`src/rtl/ipc_pkg.sv`:
```
package ipc_pkg;
  typedef enum logic [2:0] {
    OP_SET_PRIO = 3'd0,
    OP_SET_IPI  = 3'd1,
    OP_ACCEPT   = 3'd2,
    OP_POLL     = 3'd3,
    OP_EOI      = 3'd4
  } op_e;
endpackage

```
`src/rtl/ipc_offer_judge.sv`:
```
module ipc_offer_judge #(
  parameter int PRIO_W = 8
) (
  input  logic              slot_full,
  input  logic [PRIO_W-1:0] cur_prio,
  input  logic [PRIO_W-1:0] pend_prio,
  input  logic [PRIO_W-1:0] offer_prio,
  output logic              take
);
  // Offer must beat the processor priority and strictly beat any pending entry.
  always_comb begin
    take = (offer_prio < cur_prio) && !(slot_full && (pend_prio <= offer_prio));
  end
endmodule

```
`src/rtl/ipc_ipi_judge.sv`:
```
module ipc_ipi_judge #(
  parameter int PRIO_W = 8
) (
  input  logic              slot_full,
  input  logic [PRIO_W-1:0] cur_prio,
  input  logic [PRIO_W-1:0] pend_prio,
  input  logic [PRIO_W-1:0] req_prio,
  output logic              install
);
  always_comb begin
    install = (req_prio < cur_prio) && !(slot_full && (pend_prio <= req_prio));
  end
endmodule

```
`src/rtl/ipc_presenter.sv`:
```
module ipc_presenter
  import ipc_pkg::*;
#(
  parameter int SRC_W   = 24,
  parameter int PRIO_W  = 8,
  parameter int IPI_SRC = 2,
  localparam int WORD_W = SRC_W + PRIO_W
) (
  input  logic              clk,
  input  logic              rst_n,
  input  logic              op_valid,
  output logic              op_ready,
  input  logic [2:0]        op_code,
  input  logic [WORD_W-1:0] op_data,
  input  logic              offer_valid,
  output logic              offer_ready,
  input  logic [SRC_W-1:0]  offer_src,
  input  logic [PRIO_W-1:0] offer_prio,
  output logic              rd_valid,
  output logic [WORD_W-1:0] rd_word,
  output logic [PRIO_W-1:0] rd_ipi_prio,
  output logic              irq_out,
  output logic              reject_valid,
  output logic [SRC_W-1:0]  reject_src,
  output logic              resend_req,
  output logic              eoi_valid,
  output logic [SRC_W-1:0]  eoi_src
);
  localparam logic [PRIO_W-1:0] PRIO_IDLE = '1;
  localparam logic [SRC_W-1:0]  IPI_NUM   = SRC_W'(IPI_SRC);

  // Architectural state
  logic [PRIO_W-1:0] cppr_q, pend_q, mfrr_q;
  logic [SRC_W-1:0]  xisr_q;
  logic              own_q, irq_q;
  logic [PRIO_W-1:0] cppr_d, pend_d, mfrr_d;
  logic [SRC_W-1:0]  xisr_d;
  logic              own_d, irq_d;

  // Registered responses
  logic              rej_v_d, rsnd_d, eoi_v_d, rd_v_d;
  logic [SRC_W-1:0]  rej_s_d, eoi_s_d;
  logic [WORD_W-1:0] rd_w_d;
  logic [PRIO_W-1:0] rd_m_d;

  op_e               op;
  logic              slot_full, op_fire, offer_fire;
  logic [PRIO_W-1:0] wr_prio, eoi_prio, judge_cur, judge_req;
  logic              offer_take, ipi_install;

  assign op       = op_e'(op_code);
  assign op_ready = 1'b1;
  assign offer_ready = !op_valid;
  assign op_fire    = op_valid;
  assign offer_fire = offer_valid && !op_valid;
  assign slot_full  = (xisr_q != '0);
  assign wr_prio    = op_data[PRIO_W-1:0];
  assign eoi_prio   = op_data[WORD_W-1:SRC_W];

  // The request check sees the priorities the current operation is about to establish.
  always_comb begin
    judge_req = (op_fire && op == OP_SET_IPI) ? wr_prio : mfrr_q;
    if (op_fire && op == OP_SET_PRIO)      judge_cur = wr_prio;
    else if (op_fire && op == OP_EOI)      judge_cur = eoi_prio;
    else                                   judge_cur = cppr_q;
  end

  ipc_offer_judge #(.PRIO_W(PRIO_W)) u_offer (
    .slot_full (slot_full),
    .cur_prio  (cppr_q),
    .pend_prio (pend_q),
    .offer_prio(offer_prio),
    .take      (offer_take)
  );

  ipc_ipi_judge #(.PRIO_W(PRIO_W)) u_ipi (
    .slot_full (slot_full),
    .cur_prio  (judge_cur),
    .pend_prio (pend_q),
    .req_prio  (judge_req),
    .install   (ipi_install)
  );

  always_comb begin
    cppr_d  = cppr_q;
    pend_d  = pend_q;
    mfrr_d  = mfrr_q;
    xisr_d  = xisr_q;
    own_d   = own_q;
    irq_d   = irq_q;
    rej_v_d = 1'b0;
    rej_s_d = '0;
    rsnd_d  = 1'b0;
    eoi_v_d = 1'b0;
    eoi_s_d = '0;
    rd_v_d  = 1'b0;
    rd_w_d  = '0;
    rd_m_d  = '0;
    if (op_fire) begin
      case (op)
        OP_SET_PRIO: begin
          cppr_d = wr_prio;
          if (wr_prio < cppr_q) begin
            if (slot_full && (wr_prio <= pend_q)) begin
              xisr_d = '0;
              pend_d = PRIO_IDLE;
              irq_d  = 1'b0;
              own_d  = 1'b0;
              if (own_q) begin
                rej_v_d = 1'b1;
                rej_s_d = xisr_q;
              end
            end
          end else if (!slot_full) begin
            rsnd_d = 1'b1;
            if (ipi_install) begin
              xisr_d = IPI_NUM;
              pend_d = mfrr_q;
              own_d  = 1'b0;
              irq_d  = 1'b1;
            end
          end
        end
        OP_SET_IPI: begin
          mfrr_d = wr_prio;
          if (ipi_install) begin
            if (slot_full && own_q) begin
              rej_v_d = 1'b1;
              rej_s_d = xisr_q;
            end
            xisr_d = IPI_NUM;
            pend_d = wr_prio;
            own_d  = 1'b0;
            irq_d  = 1'b1;
          end
        end
        OP_ACCEPT: begin
          rd_v_d = 1'b1;
          rd_w_d = {cppr_q, xisr_q};
          rd_m_d = mfrr_q;
          cppr_d = pend_q;
          xisr_d = '0;
          pend_d = PRIO_IDLE;
          own_d  = 1'b0;
          irq_d  = 1'b0;
        end
        OP_POLL: begin
          rd_v_d = 1'b1;
          rd_w_d = {cppr_q, xisr_q};
          rd_m_d = mfrr_q;
        end
        OP_EOI: begin
          cppr_d  = eoi_prio;
          eoi_v_d = 1'b1;
          eoi_s_d = op_data[SRC_W-1:0];
          if (!slot_full) begin
            rsnd_d = 1'b1;
            if (ipi_install) begin
              xisr_d = IPI_NUM;
              pend_d = mfrr_q;
              own_d  = 1'b0;
              irq_d  = 1'b1;
            end
          end
        end
        default: ;
      endcase
    end else if (offer_fire) begin
      if (offer_take) begin
        if (slot_full && own_q) begin
          rej_v_d = 1'b1;
          rej_s_d = xisr_q;
        end
        xisr_d = offer_src;
        pend_d = offer_prio;
        own_d  = 1'b1;
        irq_d  = 1'b1;
      end else begin
        rej_v_d = 1'b1;
        rej_s_d = offer_src;
      end
    end
  end

  always_ff @(posedge clk) begin
    if (!rst_n) begin
      cppr_q       <= '0;
      xisr_q       <= '0;
      pend_q       <= PRIO_IDLE;
      mfrr_q       <= PRIO_IDLE;
      own_q        <= 1'b0;
      irq_q        <= 1'b0;
      reject_valid <= 1'b0;
      reject_src   <= '0;
      resend_req   <= 1'b0;
      eoi_valid    <= 1'b0;
      eoi_src      <= '0;
      rd_valid     <= 1'b0;
      rd_word      <= '0;
      rd_ipi_prio  <= '0;
    end else begin
      cppr_q       <= cppr_d;
      xisr_q       <= xisr_d;
      pend_q       <= pend_d;
      mfrr_q       <= mfrr_d;
      own_q        <= own_d;
      irq_q        <= irq_d;
      reject_valid <= rej_v_d;
      reject_src   <= rej_s_d;
      resend_req   <= rsnd_d;
      eoi_valid    <= eoi_v_d;
      eoi_src      <= eoi_s_d;
      rd_valid     <= rd_v_d;
      rd_word      <= rd_w_d;
      rd_ipi_prio  <= rd_m_d;
    end
  end

  assign irq_out = irq_q;
endmodule

```
`config.mk`:
```
export PLATFORM = sky130hd
export DESIGN_NAME = ipc_presenter
export DESIGN_NICKNAME = d
export VERILOG_FILES = /design/src/rtl/ipc_pkg.sv /design/src/rtl/ipc_offer_judge.sv /design/src/rtl/ipc_ipi_judge.sv /design/src/rtl/ipc_presenter.sv
export SDC_FILE = /design/constraint.sdc
export NUM_CORES = 1
export LEC_CHECK = 0
export BUFFER_PORTS_ARGS = -buffer_cell sky130_fd_sc_hd__buf_2
export CAP_MARGIN = 40
export CORE_ASPECT_RATIO = 0.7
export CORE_MARGIN = 2
export CORE_UTILIZATION = 57
export CTS_CLUSTER_SIZE = 12
export DETAILED_ROUTE_END_ITERATION = 8
export HOLD_SLACK_MARGIN = 0.08
export PLACE_DENSITY_LB_ADDON = 0.2
export REMOVE_ABC_BUFFERS = 1
export SLEW_MARGIN = 25
export SYNTH_ARGS = -nofsm -noshare
export SYNTH_HDL_FRONTEND = slang
export SYNTH_SLANG_ARGS = --single-unit
```
`constraint.sdc`:
```
create_clock -name clk -period 7.7 [get_ports clk]
set_input_delay 0 -clock clk [delete_from_list [all_inputs] [get_ports clk]]
set_output_delay 0 -clock clk [all_outputs]
set_load 0.02 [all_outputs]
```
==> implementation parameters, run 1 <==
Parameter                              Value

Synthesis
  Yosys reg bits ... 142
  Simple-Gate Fraction of Synth Area ... 0.166
  Top FF cell, synth ... sky130_fd_sc_hd__dfxtp_1
  Cell type with the largest total area after synthesis ... sky130_fd_sc_hd__dfxtp_1
  Top cell type's share of synthesized area ... 0.445
  Leading cell type by number of instances after synthesis ... sky130_fd_sc_hd__dfxtp_1
  Yosys warns ... 0
  Ranking of synthesized cells by area ... sky130_fd_sc_hd__dfxtp_1, sky130_fd_sc_hd__ha_1, sky130_fd_sc_hd__and2_1
  Xor-xnor portion of the synthesized cell area ... 0.00137
  Count of cell types in the netlist ... 70
  Synth cell count leaders ... sky130_fd_sc_hd__dfxtp_1, sky130_fd_sc_hd__and2_1, sky130_fd_sc_hd__ha_1
  Compound-gate portion of the synthesized area ... 0.221
  Sequential share of the synthesized area ... 0.445
  Mean instance size in the synthesized netlist ... 9.54 sq um
  Mux share of post-synthesis cell area ... 0.0274
  Fraction of registers with async set/reset ... 0
  Number of flops mapped to enable cells by yosys ... 0
  Cell count after synthesis ... 670
  Dominant combinational cell family by area after synthesis ... compound AO/OA/AOI/OAI gates
  Netlist area before placement ... approximately 0.0064 sq mm
  Adder-cell share of the synthesized area ... 0.0857

Detailed routing
  Number of nets with antenna violations after routing ... 0
  DRC marker count from the first detailed-route iteration ... 568
  Drc violations ... 0
  Total Routed Length ... around 21000 um
  Avg WL per Cell ... 19.4 um
  Detail-routed via count per cell ... 5.89
  DRT Pass-1 Iters ... 5
  Via count of the routed design ... 6220

Timing
  Setup total negative slack ... 0 ps
  Slew HR ... 0.381
  Post-route fraction of the period consumed by the critical path ... 0.486
  Setup-failing EPs final ... 0
  Achievable Freq ... roughly 0.27 GHz
  Max Transition Viols Final ... 0
  Final Skew ... 10.7 ps
  Count of final hold-check violations ... 0
  Post-route setup slack ... slightly below 4000 ps
  Unrepaired setup endpoints after global routing ... false
  Least-Margin Pin Slew ... just over 900 ps
  Post-layout minimum cycle time ... 3740 ps

Finish
  Final Net Count ... about 1000
  Fillers ... slightly below 800
  Area Growth Syn to Fin ... 34.5%
  Share of final-layout standard cells stronger than drive strength 1 ... 0.258
  Total non-filler cell area in the finished layout ... roughly 0.0086 sq mm
  Area of the multi-input gates ... 0.00325 sq mm
  Inserted Diodes ... 0
  Final design utilization ... 0.784
  Area taken by flip-flops and latches ... 0.00284 sq mm

Clock tree
  Clock latency of the later-clocked register in the worst-skew pair ... around 430 ps
  Cell chosen for the clock root ... sky130_fd_sc_hd__clkbuf_16
  Maximum buffer depth of the clock tree ... 2
  Max H-tree Level ... 4
  Clock tree from TritonCTS ... yes
  Resized cells post-CTS ... 0
  Number of buffers inserted by hold repair at cts ... 67
  TritonCTS buffer count ... 17
  Sinks on Clock Net ... 142
  Clk pin slew, worst setup/hold paths ... 60 ps
  Post-CTS setup buffer count ... 0

Floorplanning
  Chip Width ... 131 um
  Count of pins on the block boundary ... approximately 170
  Effective utilization at floorplan ... 0.583
  Die height ... 92.6 um
  Area of the core ... roughly 0.011 sq mm
  Die footprint ... approximately 0.012 sq mm
  Number of rows created at floorplan ... 32

Pwr
  Reported leakage power ... 4.04 nW
  Pwr Total ... approximately 1.9 mW
  Peak supply drop ... 0.154 mV
  Power density normalized to cell area ... 222 mW/mm^2

Run status
  Run status ... completed

GRT
  Overall fraction of global-route tracks in use ... 0.348
  First-pass GRT wire length ... between 30000 and 40000 um
  Number of antenna violations at the first check in global routing ... 0
  Maximum number of pins on one net before global-route repair ... 30
  Vias in the first global route ... 6113
  Total global routing overflow ... 0

Worst setup path
  Maximum fanout encountered on the critical timing path ... 26
  Critical path data required time ... 7960 ps
  Endpoint kind of the worst setup timing path ... flip-flop
  Critical Path AT ... 4000 ps
  Type of origin of the critical path ... primary input
  Startpoint-to-endpoint class of the critical path ... primary input to flip-flop

Placement
  Detailed-placement wirelength estimate ... 13700 um
  Last weighted congestion value of the routability-driven placer ... 0.949
  Number of I/O port buffers ... 164
  Post-detailed-placement cell area ... about 0.0073 sq mm
  Worst setup timing slack at the placement stage ... between 3000 and 4000 ps

Worst hold path
  Worst min path class ... primary input to flip-flop

Run
  Max cap viols ... 0
## layout make-up
cell class | count | area share
Sequential cell | 142 | 0.330
Timing Repair Buffer | 241 | 0.185
Multi-Input combinational cell | 446 | 0.377
Clock inverter | 15 | 0.0170
Tap cell | 153 | 0.0223
Clock buffer | 17 | 0.0494
Inverter | 42 | 0.0183
## final timing paths
kind,depth (start not counted),endpoint,slack (ps),startpoint
worst max-delay path,14,pend_q[4],3960,op_code[2]
worst min-delay path,3,reject_valid,100,op_valid
worst max register to register,10,pend_q[4],3970,cppr_q[2]
worst min register to register,1,rd_ipi_prio[1],490,mfrr_q[1]
## cells by family (layout without fill, tap and decap cells)
group,Yosys count,count (layout)
xor gates and xnor gates,1,1
adders and majority gates,44,44
and+or+nand+nor,197,197
muxes,17,17
AOI/OAI and AO/OA,186,186
buffers and inverters,82,315
other,1,1
DFF,142,142
## critical path, stage by stage
cell and delay, ps:
sky130_fd_sc_hd__buf_2 460, sky130_fd_sc_hd__nand4bb_1 360, sky130_fd_sc_hd__buf_6 210, sky130_fd_sc_hd__mux2i_1 320
sky130_fd_sc_hd__inv_1 80, sky130_fd_sc_hd__ha_1 320, sky130_fd_sc_hd__a21oi_1 80, sky130_fd_sc_hd__o21ai_0 160
sky130_fd_sc_hd__a21oi_1 120, sky130_fd_sc_hd__a21bo_2 210, sky130_fd_sc_hd__nand2_1 240, sky130_fd_sc_hd__and3_2 360
sky130_fd_sc_hd__a2111oi_0 840, sky130_fd_sc_hd__o311ai_0 230
## report_power, final
part	internal, mW	switching, mW
Sequential	0.757	0.0290
Clock	0.427	0.360
Combinational	0.137	0.196
## state kept, by name, indices dropped and copies added, names as in the netlist
name	count
irq_out	1
own_q	1
reject_src	24
eoi_valid	1
rd_valid	1
mfrr_q	8
cppr_q	8
rd_ipi_prio	8
pend_q	8
eoi_src	24
xisr_q	24
reject_valid	1
rd_word	32
resend_req	1
## metrics by stage
step	cells	hold slack [ps]
6_report	1056	103
4_1_cts	1054	86.2
5_1_grt	1056	121
2_1_floorplan	630	61.9
3_5_place_dp	955	202
3_3_place_gp	950	198
## placed cells by master (no fill, tap or decap), types with 9 or more instances in the layout
cell type and n:
sky130_fd_sc_hd__buf_2 164, sky130_fd_sc_hd__a21o_1 9, sky130_fd_sc_hd__inv_1 40, sky130_fd_sc_hd__ha_1 43, sky130_fd_sc_hd__and2_1 66, sky130_fd_sc_hd__nor2_1 39, sky130_fd_sc_hd__dlygate4sd3_1 67, sky130_fd_sc_hd__a22o_1 24
sky130_fd_sc_hd__a2111oi_0 9, sky130_fd_sc_hd__nand2_1 40, sky130_fd_sc_hd__clkbuf_16 17, sky130_fd_sc_hd__mux2i_1 15, sky130_fd_sc_hd__o21ai_0 28, sky130_fd_sc_hd__a32o_1 24, sky130_fd_sc_hd__a211oi_1 11, sky130_fd_sc_hd__dfxtp_1 142
sky130_fd_sc_hd__o22ai_1 15, sky130_fd_sc_hd__a21oi_1 29
## per-layer routing
layer / vias to the layer above / GRT usage / share of wire
met2: 366 / 0.547 / 0.45
li1: 2880 / - / -
met1: 2934 / 0.448 / 0.42
met5: - / 0 / 0
met3: 40 / 0.110 / 0.10
met4: 0 / 0.130 / 0.021
Note: power is estimated with default switching activity, not from simulation.
==> inputs of run 2 (changes only) <==
--- a/config.mk
+++ b/config.mk
@@ -9,7 +9,7 @@
 export CAP_MARGIN = 40
 export CORE_ASPECT_RATIO = 0.7
 export CORE_MARGIN = 2
-export CORE_UTILIZATION = 57
+export CORE_UTILIZATION = 48
 export CTS_CLUSTER_SIZE = 12
 export DETAILED_ROUTE_END_ITERATION = 8
 export HOLD_SLACK_MARGIN = 0.08
==> constraint.sdc (replaced) <==
create_clock -name clk -period 3.4 [get_ports clk]
set_input_delay 0 -clock clk [delete_from_list [all_inputs] [get_ports clk]]
set_output_delay 0 -clock clk [all_outputs]
set_load 0.02 [all_outputs]
==> run 2 against run 1 <==
  * Clock power is 130% higher
  * Power rose by 130%
  * Critical path depth down 2
  * Critical endpoint is now pend_q[5]
  * Via count grew 0.59%
  * Cell area increased by 2.8%
  * Register-to-register slack got worse by 3800 ps
  * Wire length is 4.1% higher
  * Sequential cell count stayed put
==> implementation parameters, run 2 (same netlist as run 1, synthesis figures left out) <==
Parameter                              Value

Run status
  Run status ... completed

Floorplanning
  Number of rows created at floorplan ... 35 (+9.4%)
  Count of pins on the block boundary ... 166 (unchanged)
  Die height ... 101 um (+8.6%)
  Die footprint ... 0.0143 sq mm (+18%)
  Area of the core ... 0.0131 sq mm (+19%)
  Chip Width ... 142 um (+8.7%)
  Effective utilization at floorplan ... 0.488 (-0.0945)

Worst setup path
  Worst reg2reg setup slack ... 140 ps (-3830 ps)
  Startpoint-to-endpoint class of the critical path ... flip-flop to flip-flop
  Critical path data required time ... 3660 ps (-4300 ps)
  Endpoint kind of the worst setup timing path ... flip-flop
  Maximum fanout encountered on the critical timing path ... 7 (-73%)
  Type of origin of the critical path ... flip-flop
  Critical Path AT ... 3520 ps (-480 ps)

Detailed routing
  Drc violations ... 0 (unchanged)
  DRC marker count from the first detailed-route iteration ... 478 (-16%)
  Avg WL per Cell ... 19.4 um (about the same)
  Via count of the routed design ... 6257 (+0.59%)
  Detail-routed via count per cell ... 5.69 (-3.3%)
  DRT Pass-1 Iters ... 5 (unchanged)
  Number of nets with antenna violations after routing ... 0 (unchanged)
  Total Routed Length ... 21400 um (+4.1%)

Placement
  Detailed-placement wirelength estimate ... 15200 um (+11%)
  Number of placed instances with taps included ... 1007 (+5.4%)
  Number of I/O port buffers ... 164 (unchanged)
  Last weighted congestion value of the routability-driven placer ... 0.997 (+5.0%)
  Post-detailed-placement cell area ... 0.00765 sq mm (+4.3%)

Pwr
  Reported leakage power ... 4.19 nW (+3.6%)
  Internal power ... 3.12 mW (+140%)
  Peak supply drop ... 0.337 mV (+120%)
  Power density normalized to cell area ... 501 mW/mm^2 (+130%)
  Clock power share ... 0.412 (about the same)
  Switching fraction of total power ... 0.296 (-0.0110)
  Register share of total power ... 0.400 (-0.012)
  Net switching power ... 1.31 mW (+120%)
  Part of the total power dissipated in combinational logic ... 0.188 (+0.013)

Timing
  Max Transition Viols Final ... 0 (unchanged)
  Setup-failing EPs final ... 0 (unchanged)
  Unrepaired setup endpoints after global routing ... true
  Post-route fraction of the period consumed by the critical path ... 0.958
  Count of final hold-check violations ... 0 (unchanged)
  Final Skew ... 10.1 ps (-0.655 ps)
  Least-Margin Pin Slew ... 601 ps (-303 ps)
  Slew HR ... 0.599 (+0.218)
  Post-layout minimum cycle time ... 3260 ps
  Achievable Freq ... 0.307 GHz

Worst hold path
  Worst min path class ... primary input to flip-flop

Finish
  Final Net Count ... 1034 (+3.0%)
  Fin cells ... 1099 (+4.1%)
  Top library cells by usage in the layout, fill and taps aside ... sky130_fd_sc_hd__buf_2, sky130_fd_sc_hd__dfxtp_1, sky130_fd_sc_hd__and2_1, sky130_fd_sc_hd__dlygate4sd3_1
  Share of final-layout standard cells stronger than drive strength 1 ... 0.293 (+0.0346)
  Flip-flop count of the largest register after layout ... 32 (unchanged)
  Most common cell after layout, fill and taps aside ... sky130_fd_sc_hd__buf_2
  Inserted Diodes ... 0 (unchanged)
  Total non-filler cell area in the finished layout ... 0.00884 sq mm (+2.8%)
  Area Growth Syn to Fin ... 38.3%
  Register ranked first by flip-flop count ... rd_word
  Fillers ... 1110 (+44%)

GRT
  Overall fraction of global-route tracks in use ... 0.298 (-0.0498)
  Vias in the first global route ... 6095 (-0.29%)
  Total global routing overflow ... 0 (unchanged)
  Number of antenna violations at the first check in global routing ... 0 (unchanged)
  Maximum number of pins on one net before global-route repair ... 36 (+20%)
  First-pass GRT wire length ... 32600 um (+2.6%)

Clock tree
  Max H-tree Level ... 4 (unchanged)
  Clock tree from TritonCTS ... yes
  Clock latency of the later-clocked register in the worst-skew pair ... 410 ps (-20 ps)
  Cell chosen for the clock root ... sky130_fd_sc_hd__clkbuf_16
  Clk pin slew, worst setup/hold paths ... 70 ps (about the same)
  TritonCTS buffer count ... 17 (unchanged)
  Maximum buffer depth of the clock tree ... 2 (unchanged)
  Post-CTS setup buffer count ... 0 (unchanged)
  Sinks on Clock Net ... 142 (unchanged)

Run
  Max cap viols ... 0 (unchanged)
==> run 2: cell types whose count changed in the layout (fill, tap and decap cells not counted), moves of 2 or more <==
| cell | delta |
|---|---|
| sky130_fd_sc_hd__clkinv_4 | +3 |
| sky130_fd_sc_hd__inv_6 | -2 |
| sky130_fd_sc_hd__buf_6 | -3 |
| sky130_fd_sc_hd__a2111oi_1 | +2 |
| sky130_fd_sc_hd__a2111oi_0 | -3 |
| sky130_fd_sc_hd__buf_4 | +39 |
| sky130_fd_sc_hd__dlygate4sd3_1 | -8 |
==> run 2: final timing paths <==
path | depth (start not counted) | to | startpoint
min | 5 | cppr_q[5] | op_data[29]
min reg2reg | 2 | irq_out | irq_out
max reg2reg | 12 | pend_q[5] | cppr_q[2]
max | 12 | pend_q[5] | cppr_q[2]
==> run 2: what timing repair did <==
item                       CTS  global route
hold buffers                59             0
hold endpoints to repair    88             0
gates resized for setup      0             4
setup endpoints to repair    0             3
==> run 2: routing by layer <==
metal  global-route usage  vias up  share of wire
met5                    0        -              0
met4                0.105        0          0.020
met3               0.0803       32           0.10
met2                0.462      342           0.43
met1                0.404     2945           0.45
li1                     -     2938              -
==> run 2: final cells by class <==
class | instances | area (sq um) | share of cell area
Clock buffer | 18 | 439 | 0.0497
Clock inverter | 14 | 150 | 0.0170
Multi-Input combinational cell | 446 | 3250 | 0.367
Tap cell | 166 | 208 | 0.0235
Timing Repair Buffer | 271 | 1800 | 0.204
Inverter | 42 | 158 | 0.0178
Sequential cell | 142 | 2840 | 0.321
==> run 2: metrics by stage <==
stage	TNS [ps]	util	hold slack [ps]	worst slack, ps	total power [mW]
after CTS	0	0.674	94.5	246	4.42
after global routing	-21.9	0.675	106	-14.7	4.60
after global placement	0	0.581	198	46.6	2.52
after floorplan	-2330	-	61.9	-97.3	2.21
final	0	0.675	113	143	4.43
after detailed placement	0	0.584	203	68.3	2.55
==> run 2: power groups by stage <==
| stage | Combinational (mW) | Sequential, mW | Clock, mW |
|---|---|---|---|
| 3_3_place_gp | 0.717 | 1.81 | 0 |
| 2_1_floorplan | 0.403 | 1.81 | 0 |
| 6_report | 0.834 | 1.77 | 1.82 |
| 4_1_cts | 0.806 | 1.77 | 1.85 |
| 5_1_grt | 0.904 | 1.78 | 1.92 |
| 3_5_place_dp | 0.748 | 1.81 | 0 |
==> run 2: critical path: stages, from the launching register on <==
cell	delay [ps]
sky130_fd_sc_hd__dfxtp_1	460
sky130_fd_sc_hd__inv_1	100
sky130_fd_sc_hd__ha_1	300
sky130_fd_sc_hd__a21o_1	120
sky130_fd_sc_hd__a31oi_1	40
sky130_fd_sc_hd__o21ai_0	240
sky130_fd_sc_hd__buf_4	170
sky130_fd_sc_hd__nand2_1	120
sky130_fd_sc_hd__a21oi_1	380
sky130_fd_sc_hd__nand2_1	310
sky130_fd_sc_hd__a2111oi_0	510
sky130_fd_sc_hd__buf_4	230
sky130_fd_sc_hd__o311ai_0	130
==> inputs of run 3 (changes only) <==
--- a/config.mk
+++ b/config.mk
@@ -7,7 +7,6 @@
 export LEC_CHECK = 0
 export BUFFER_PORTS_ARGS = -buffer_cell sky130_fd_sc_hd__buf_2
 export CAP_MARGIN = 40
-export CORE_ASPECT_RATIO = 0.7
 export CORE_MARGIN = 2
 export CORE_UTILIZATION = 48
 export CTS_CLUSTER_SIZE = 12
==> run 3 against run 2 <==
  * Non-clock buffer count is 17 lower
  * Wire length shrank 9.0%
  * Clock power increased by 8%
  * Worst hold slack worse by 11 ps
  * Global-route usage is 2.5 points lower
  * Core utilization down 0.75 points
  * Maximum frequency rose by 2.9%
  * Combinational power down 8.2%
==> implementation parameters, run 3 (same netlist as run 1, synthesis figures left out) <==
Parameter                              Value

Pwr
  Pwr Total ... 4.50 mW (+1.6%)
  Peak supply drop ... 0.342 mV (+1.7%)
  Reported leakage power ... 4.14 nW (-1.3%)
  Power density normalized to cell area ... 513 mW/mm^2 (+2.4%)

GRT
  Grt met1 use ... 0.322 (-0.0812)
  First-pass GRT wire length ... 30600 um (-6.1%)
  Fraction of met2 tracks used by global routing ... 0.474 (+0.0115)
  Total global routing overflow ... 0 (unchanged)
  Top Usage Layer GRT ... met2
  GR Layer Usage met3 ... 0.0699 (-0.0104)
  Vias in the first global route ... 5981 (-1.9%)
  Number of antenna violations at the first check in global routing ... 0 (unchanged)
  Overall fraction of global-route tracks in use ... 0.273 (-0.0249)
  Maximum number of pins on one net before global-route repair ... 32 (-11%)

Run status
  Run status ... completed

Clock tree
  Maximum buffer depth of the clock tree ... 2 (unchanged)
  Max H-tree Level ... 4 (unchanged)
  Clock latency of the later-clocked register in the worst-skew pair ... 420 ps (about the same)
  Clock tree from TritonCTS ... yes
  Cell chosen for the clock root ... sky130_fd_sc_hd__clkbuf_16
  Number of buffers inserted by hold repair at cts ... 62 (+5.1%)
  TritonCTS buffer count ... 17 (unchanged)
  Resized cells post-CTS ... 0 (unchanged)
  Sinks on Clock Net ... 142 (unchanged)
  Post-CTS setup buffer count ... 0 (unchanged)
  Clk pin slew, worst setup/hold paths ... 70 ps (about the same)

Run
  Max cap viols ... 0 (unchanged)

Timing
  Final Skew ... 9.40 ps (-0.684 ps)
  Least-Margin Pin Slew ... 531 ps (-69.9 ps)
  Setup-failing EPs final ... 0 (unchanged)
  Post-route fraction of the period consumed by the critical path ... 0.931 (-0.0272)
  Slew HR ... 0.637 (+0.0374)
  Count of final hold-check violations ... 0 (unchanged)
  Achievable Freq ... 0.316 GHz (+2.9%)
  Post-layout minimum cycle time ... 3160 ps (-92.6 ps)
  Setup total negative slack ... 0 ps (unchanged)
  Post-route setup slack ... 235 ps (+92.6 ps)
  Max Transition Viols Final ... 0 (unchanged)
  Unrepaired setup endpoints after global routing ... false
  Worst Hold Margin ... 102 ps (-11.3 ps)

Floorplanning
  Number of rows created at floorplan ... 42 (+20%)
  Effective utilization at floorplan ... 0.487 (-0.00163)
  Area of the core ... 0.0131 sq mm (+0.33%)
  Chip Width ... 119 um (-16%)
  Die footprint ... 0.0143 sq mm (about the same)
  Die height ... 119 um (+19%)
  Count of pins on the block boundary ... 166 (unchanged)

Worst hold path
  Worst min path class ... primary input to flip-flop

Finish
  Share of final-layout standard cells stronger than drive strength 1 ... 0.275 (-0.0175)
  Inserted Diodes ... 0 (unchanged)
  Top library cells by usage in the layout, fill and taps aside ... sky130_fd_sc_hd__buf_2, sky130_fd_sc_hd__dfxtp_1, sky130_fd_sc_hd__and2_1, sky130_fd_sc_hd__dlygate4sd3_1, sky130_fd_sc_hd__ha_1
  Most common cell after layout, fill and taps aside ... sky130_fd_sc_hd__buf_2
  Flip-flop count of the largest register after layout ... 32 (unchanged)
  Register ranked first by flip-flop count ... rd_word
  Area Growth Syn to Fin ... 37.2%
  Final design utilization ... 0.668 (-0.00749)
  Final Net Count ... 1017 (-1.6%)

Worst setup path
  Endpoint kind of the worst setup timing path ... flip-flop
  Critical Path AT ... 3480 ps (-40 ps)
  Worst setup path end ... pend_q[7]
  Worst reg2reg setup slack ... 240 ps (+90 ps)
  Type of origin of the critical path ... flip-flop
  R2r worst-path depth ... 10 (-2)
  Crit Reg-Reg Endpoint ... pend_q[7]
  R2R Path Start ... cppr_q[2]
  Critical path data required time ... 3720 ps (+60 ps)
  Launch point of the worst path ... cppr_q[2]
  Maximum fanout encountered on the critical timing path ... 10 (+3)
  Startpoint-to-endpoint class of the critical path ... flip-flop to flip-flop

Detailed routing
  DRC marker count from the first detailed-route iteration ... 447 (-6.5%)
  Total Routed Length ... 19400 um (-9.0%)
  Detail-routed via count per cell ... 5.61 (-1.5%)
  Via count of the routed design ... 6124 (-2.1%)
  Number of nets with antenna violations after routing ... 0 (unchanged)
  Avg WL per Cell ... 17.8 um (-8.4%)
  DRT Pass-1 Iters ... 7 (+2)
  Drc violations ... 0 (unchanged)

Placement
  Detailed-placement wirelength estimate ... 13700 um (-10%)
  Worst setup timing slack at the placement stage ... 126 ps (+57.6 ps)
  Number of I/O port buffers ... 164 (unchanged)
  Last weighted congestion value of the routability-driven placer ... 0.967 (-3.0%)
-- run 3: cell types whose count changed in the layout (fill, tap and decap cells not counted) --
cell,delta
sky130_fd_sc_hd__buf_4,-19
sky130_fd_sc_hd__a2111oi_0,+3
sky130_fd_sc_hd__clkinv_4,-3
sky130_fd_sc_hd__dlygate4sd3_1,+3
sky130_fd_sc_hd__a2111oi_1,-2
sky130_fd_sc_hd__buf_8,-2
sky130_fd_sc_hd__bufinv_16,+2
sky130_fd_sc_hd__inv_6,+2
sky130_fd_sc_hd__a2111oi_2,-1
sky130_fd_sc_hd__buf_12,+1
sky130_fd_sc_hd__buf_2,-1
sky130_fd_sc_hd__buf_6,+1
sky130_fd_sc_hd__clkinvlp_4,-1
-- run 3: cell type report --
cell class	instances	area [sq um]
fill	1077	4360
multi-input combinational	446	3240
sequential	142	2840
timing repair buffer	254	1680
clock buffer	18	439
tap	176	220
clock inverter	14	194
inverter	42	158
-- run 3: per-stage QoR --
step | cell area [sq um] | std cells
3_3_place_gp | 7490 | 995
2_1_floorplan | 6210 | 630
5_1_grt | 8770 | 1092
6_report | 8770 | 1092
3_5_place_dp | 7510 | 997
4_1_cts | 8770 | 1091
-- run 3: power by group --
group,total (mW),switching (mW),internal (mW)
registers,1.77,0.0526,1.71
logic,0.766,0.438,0.327
clock network,1.97,0.770,1.20
total,4.50,1.26,3.24
-- run 3: per-layer routing --
layer | up-vias | share of wire
li1 | 2904 | -
met1 | 2878 | 0.41
met2 | 296 | 0.49
met3 | 46 | 0.070
met4 | 0 | 0.031
met5 | - | 0
-- run 3: how the worst min path moves through the flow --
stage                     slack [ps]     endpoint  depth (start not counted)   startpoint
final                            100    cppr_q[1]                          5  op_data[25]
after global routing             140    cppr_q[1]                          5  op_data[25]
after CTS                         80    cppr_q[1]                          5  op_data[25]
after detailed placement         200  eoi_src[19]                          2  op_data[19]
after global placement           200   eoi_src[8]                          2   op_data[8]
after floorplan                   60    mfrr_q[1]                          1        rst_n
-- run 3: worst max-delay path: stages, from the launching register on --
cell	delay, ps
sky130_fd_sc_hd__dfxtp_1	370
sky130_fd_sc_hd__inv_1	90
sky130_fd_sc_hd__ha_1	290
sky130_fd_sc_hd__a21oi_1	140
sky130_fd_sc_hd__o21ai_0	220
sky130_fd_sc_hd__nand4_1	170
sky130_fd_sc_hd__a31oi_1	170
sky130_fd_sc_hd__or4_4	620
sky130_fd_sc_hd__a32o_2	360
sky130_fd_sc_hd__or4_1	530
sky130_fd_sc_hd__o211a_1	120
